$ cat src/rtl/spi_mailbox_mem.sv
module spi_mailbox_mem #(
  parameter int ADDR_W   = 6,
  parameter int DATA_W   = 32,
  parameter int BYTE_W   = 8,
  parameter int DIV_W    = 8,
  parameter int SEL_W    = 2,
  parameter int CFG_ADDR = 60,
  parameter int STA_ADDR = 61
) (
  input  logic              clk,
  input  logic              rst_n,
  input  logic [ADDR_W-1:0] cpu_addr,
  input  logic              cpu_we,
  input  logic [DATA_W-1:0] cpu_wdata,
  output logic [DATA_W-1:0] cpu_rdata,
  output logic [BYTE_W-1:0] eng_tx,
  output logic              eng_cpol,
  output logic              eng_cpha,
  output logic [DIV_W-1:0]  eng_div,
  output logic [SEL_W-1:0]  eng_sel,
  output logic              eng_start,
  input  logic              eng_done,
  input  logic [BYTE_W-1:0] eng_rx
);
  localparam int DEPTH   = 1 << ADDR_W;
  localparam int CPOL_B  = BYTE_W;
  localparam int CPHA_B  = BYTE_W + 1;
  localparam int DIV_LO  = BYTE_W + 2;
  localparam int SEL_LO  = DIV_LO + DIV_W;
  localparam int PAD_W   = DATA_W - 1 - BYTE_W;

  logic [DATA_W-1:0] mem [DEPTH];
  logic [DATA_W-1:0] cfg_q;
  logic [BYTE_W-1:0] rx_q;
  logic              busy_q;
  logic              start_q;

  wire hit_cfg = (cpu_addr == ADDR_W'(CFG_ADDR));
  wire hit_sta = (cpu_addr == ADDR_W'(STA_ADDR));
  wire cfg_wr  = cpu_we && hit_cfg;
  wire ram_wr  = cpu_we && !hit_cfg && !hit_sta;

  wire [DATA_W-1:0] sta_word = {busy_q, {PAD_W{1'b0}}, rx_q};

  always_ff @(posedge clk)
    if (ram_wr) mem[cpu_addr] <= cpu_wdata;

  always_ff @(posedge clk or negedge rst_n)
    if (!rst_n) begin
      cfg_q   <= '0;
      rx_q    <= '0;
      busy_q  <= 1'b0;
      start_q <= 1'b0;
    end else begin
      start_q <= cfg_wr;
      if (cfg_wr) cfg_q <= cpu_wdata;
      if (eng_done) rx_q <= eng_rx;
      if (cfg_wr) busy_q <= 1'b1;
      else if (eng_done) busy_q <= 1'b0;
    end

  assign cpu_rdata = hit_cfg ? cfg_q : hit_sta ? sta_word : mem[cpu_addr];

  assign eng_tx    = cfg_q[BYTE_W-1:0];
  assign eng_cpol  = cfg_q[CPOL_B];
  assign eng_cpha  = cfg_q[CPHA_B];
  assign eng_div   = cfg_q[DIV_LO +: DIV_W];
  assign eng_sel   = cfg_q[SEL_LO +: SEL_W];
  assign eng_start = start_q;
endmodule


$ cat config.mk
export PLATFORM = sky130hd
export DESIGN_NAME = spi_mailbox_mem
export DESIGN_NICKNAME = d
export VERILOG_FILES = /design/src/rtl/spi_mailbox_mem.sv
export SDC_FILE = /design/constraint.sdc
export NUM_CORES = 2
export LEC_CHECK = 0
export BUFFER_PORTS_ARGS = -buffer_cell sky130_fd_sc_hd__buf_2
export CORE_AREA = 5 5 454 456
export CTS_CLUSTER_DIAMETER = 150
export DETAILED_ROUTE_END_ITERATION = 10
export DIE_AREA = 0 0 459 461
export GPL_TIMING_DRIVEN = 0
export PLACE_DENSITY = 0.59
export SYNTH_ARGS = -nofsm -noshare
export SYNTH_HDL_FRONTEND = slang
export SYNTH_SLANG_ARGS = --single-unit
$ cat constraint.sdc
create_clock -name clk -period 4.6 [get_ports clk]
set_input_delay 0.92 -clock clk [delete_from_list [all_inputs] [get_ports clk]]
set_output_delay 0.92 -clock clk [all_outputs]
set_load 0.02 [all_outputs]
==> impl_metrics.json <==
{
  "vias_per_cell": 5.86,
  "start_util": 0.398,
  "netlist_area_um2": 80200,
  "grt_pass1_vias": 39900,
  "die-area_um2": 212000,
  "synth_cell_types": 42,
  "clock_latency_ps": 840,
  "min_path_type": "input pin to asynchronous set/reset pin",
  "fin_crit_sh": 1.01,
  "fin_crit_ps": 4640,
  "cp_max_fo": 10,
  "total_power_mw": 40.0,
  "power_density_nw_per_um2": 423,
  "drt_first_pass_iters": 6,
  "crit_type": "input pin to primary output",
  "setup_viol": 5,
  "ant_nets": 0,
  "vias": 40300,
  "die_h_um": 461,
  "fin_worst_skew_ps": 0,
  "routed_wl_um": 235000,
  "syn_avg_cell_area_um2": 22.6,
  "dp.cells": 6451,
  "arrival_ps": 3720,
  "status": "finished, violations left",
  "grtUsageTotal": 0.221,
  "syn2layout_area_growth_pct": 17.8,
  "die_w_um": 459,
  "cp-start-kind": "input pin",
  "whs_ps": 305,
  "cts_buffers": 202,
  "place_ws_ps": -1920,
  "synth-edff-count": 2048,
  "drc": 0,
  "instances_no_fill": 6866,
  "p_leak_nw": 30.4,
  "grt_pass1_wl_um": 325000,
  "worstPathRequired_ps": 3680,
  "final_layout_size_suffix_gt1_frac": 0.324,
  "initialDrtViolationCount": 6003,
  "ys_warn_count": 0,
  "cts_sinks": 2090,
  "clockBufferDepth": 3,
  "place.gp.congestion": 0.940,
  "portBuffers": 98,
  "placed_area_um2": 86300,
  "finalInstanceArea_um2": 94400,
  "syn_inst": 3544,
  "hpwlAfterDp_um": 152000,
  "grt_overflow": 0,
  "setup_ws_ps": -44.7,
  "yosysSeqAreaShare": 0.780,
  "cts_tree": "done",
  "relSlewSlack": -0.0359,
  "core_area_um2": 201000,
  "nets": 4064,
  "violations": "capacitance limit, slew limit, setup timing",
  "wl_per_cell_um": 34.3,
  "cts_root_buf": "clkbuf_16",
  "ys_ff_latch": 2090,
  "hold_violations": 0,
  "worstMarginPinSlew_ps": 1550,
  "fmax_ghz": 0.215,
  "cap_viol_max_count": 1,
  "rsz0062_at_grt": "true",
  "rows": 165,
  "end_kind": "primary output",
  "nFillCells": 16500,
  "num_io_pins": 103,
  "synth-async-reset-ratio": 0.0201,
  "h-tree-depth": 4,
  "antenna_found_initial": 13,
  "yosys_most_used_dff": "edfxtp_1",
  "clk_pin_slew_ps": 60,
  "grt_max_degree": 66,
  "final_max_slew_viol_count": 2,
  "peakVddDrop_mv": 0.400
}
## critical path, cell delays in order
cell and delay (ps):
buf_16 160, buf_12 180, buf_4 130, nor2b_1 540, buf_2 430, a22oi_1 150, nand3_1 230, o211ai_1 170
nor4_4 420, nor2_1 140, buf_2 190
## cells by family (layout without fill, tap and decap cells)
kind of cell	after synthesis	count (layout)	share of synthesized area
flops	2090	2090	0.780
other cells	1	68	0.0000468
mux	780	780	0.173
simple gates	224	224	0.0131
buf+inv	219	802	0.0148
compound gates	230	230	0.0190
## area by class of cell
| class | count | area [um2] | area share |
|---|---|---|---|
| flip-flops and latches | 2090 | 62600 | 0.662 |
| multi-input cells | 1298 | 17800 | 0.189 |
| clock buffers | 258 | 5300 | 0.0561 |
| well taps | 2672 | 3340 | 0.0354 |
| repair buffers | 211 | 2590 | 0.0274 |
| plain buffers | 207 | 1660 | 0.0176 |
| clock inverters | 122 | 1140 | 0.0121 |
| inverters | 4 | 15.0 | 0.000159 |
| diodes | 4 | 10.0 | 0.000106 |
## layer usage
layer	part of all wire	wire, um	up-vias	global-route usage
met5	0.00010	24	-	0
met4	0.034	7980	4	0.0730
met3	0.091	21500	387	0.0474
met2	0.47	110000	2106	0.344
met1	0.41	95800	21800	0.314
li1	-	-	16000	-
## Yosys cell counts (28+ instances only)
cell type / count / area [um2]
buf_2: 50 / 250
mux4_2: 479 / 10800
buf_4: 50 / 375
mux2i_1: 256 / 2560
o22ai_1: 91 / 569
clkbuf_1: 81 / 304
dfrtp_1: 42 / 1050
o21ai_0: 28 / 140
nor2_1: 106 / 398
a22oi_1: 60 / 450
mux2_2: 45 / 507
edfxtp_1: 2048 / 61500
nand2_1: 28 / 105
## per-stage QoR
step                      TNS (ps)   util
after floorplan                  0      -
after global placement    -4452200  0.419
after detailed placement   -482170  0.429
after CTS                     -409  0.468
after global routing         -94.7  0.469
final                         -137  0.469
## report_power, final
part | switching (mW) | leakage, nW | internal, mW
logic | 1.65 | 8.23 | 0.930
registers | 0.0705 | 19.0 | 21.1
clock network | 7.27 | 3.12 | 8.93
total | 9.00 | 30.4 | 31.0
## worst paths after layout
check                             from             to  slack [ps]  cells past startpoint
min in group clk             eng_rx[3]        rx_q[3]         310                      2
setup / recovery           cpu_addr[1]  cpu_rdata[30]         -40                     11
hold reg to reg              cfg_q[28]      cfg_q[28]         500                      1
hold / removal                   rst_n        rx_q[1]         310                      1
setup reg to reg              cfg_q[7]       cfg_q[7]        3680                      1
max in group asynchronous        rst_n      cfg_q[16]        3500                      1
## state kept, by name, indices dropped and copies added, names as in the netlist
| register | cells |
|---|---|
| busy_q | 1 |
| cfg_q | 32 |
| eng_start | 1 |
| mem | 2048 |
| rx_q | 8 |
## cells in the final DEF, fill, tap and decap left out, types with 6 or more instances in the layout
master,netlist,final
edfxtp_1,2048,2048
mux4_2,479,479
mux2i_1,256,242
clkbuf_16,0,203
buf_4,50,114
buf_2,50,98
clkbuf_1,81,75
o22ai_1,91,67
buf_12,0,65
conb_1,1,64
nor2_4,0,63
a22oi_1,60,49
clkinv_1,1,47
mux2_2,45,45
clkbuf_2,0,44
dfrtp_1,42,42
nor2_1,106,39
clkinv_2,0,38
buf_16,0,27
o21ai_0,28,27
o211ai_1,26,26
nand2_1,28,24
nand3_1,26,24
buf_6,15,23
o22ai_2,0,23
nor4_4,0,17
bufinv_16,0,13
clkbuf_4,0,11
a22oi_2,0,11
a21oi_1,10,10
mux2i_2,0,10
clkinvlp_4,0,7
buf_8,0,6
nor4_2,0,6
a31oi_1,6,6
nand4_1,6,6
clkinv_16,0,6
## what timing repair did
item                       CTS  global route
setup buffers               30             8
resized for setup          295            64
pin swaps                   23            20
cloned                       1             0
setup endpoints to repair   32            24
hold buffers                 0             0
Power figures use the tool's default switching activity.
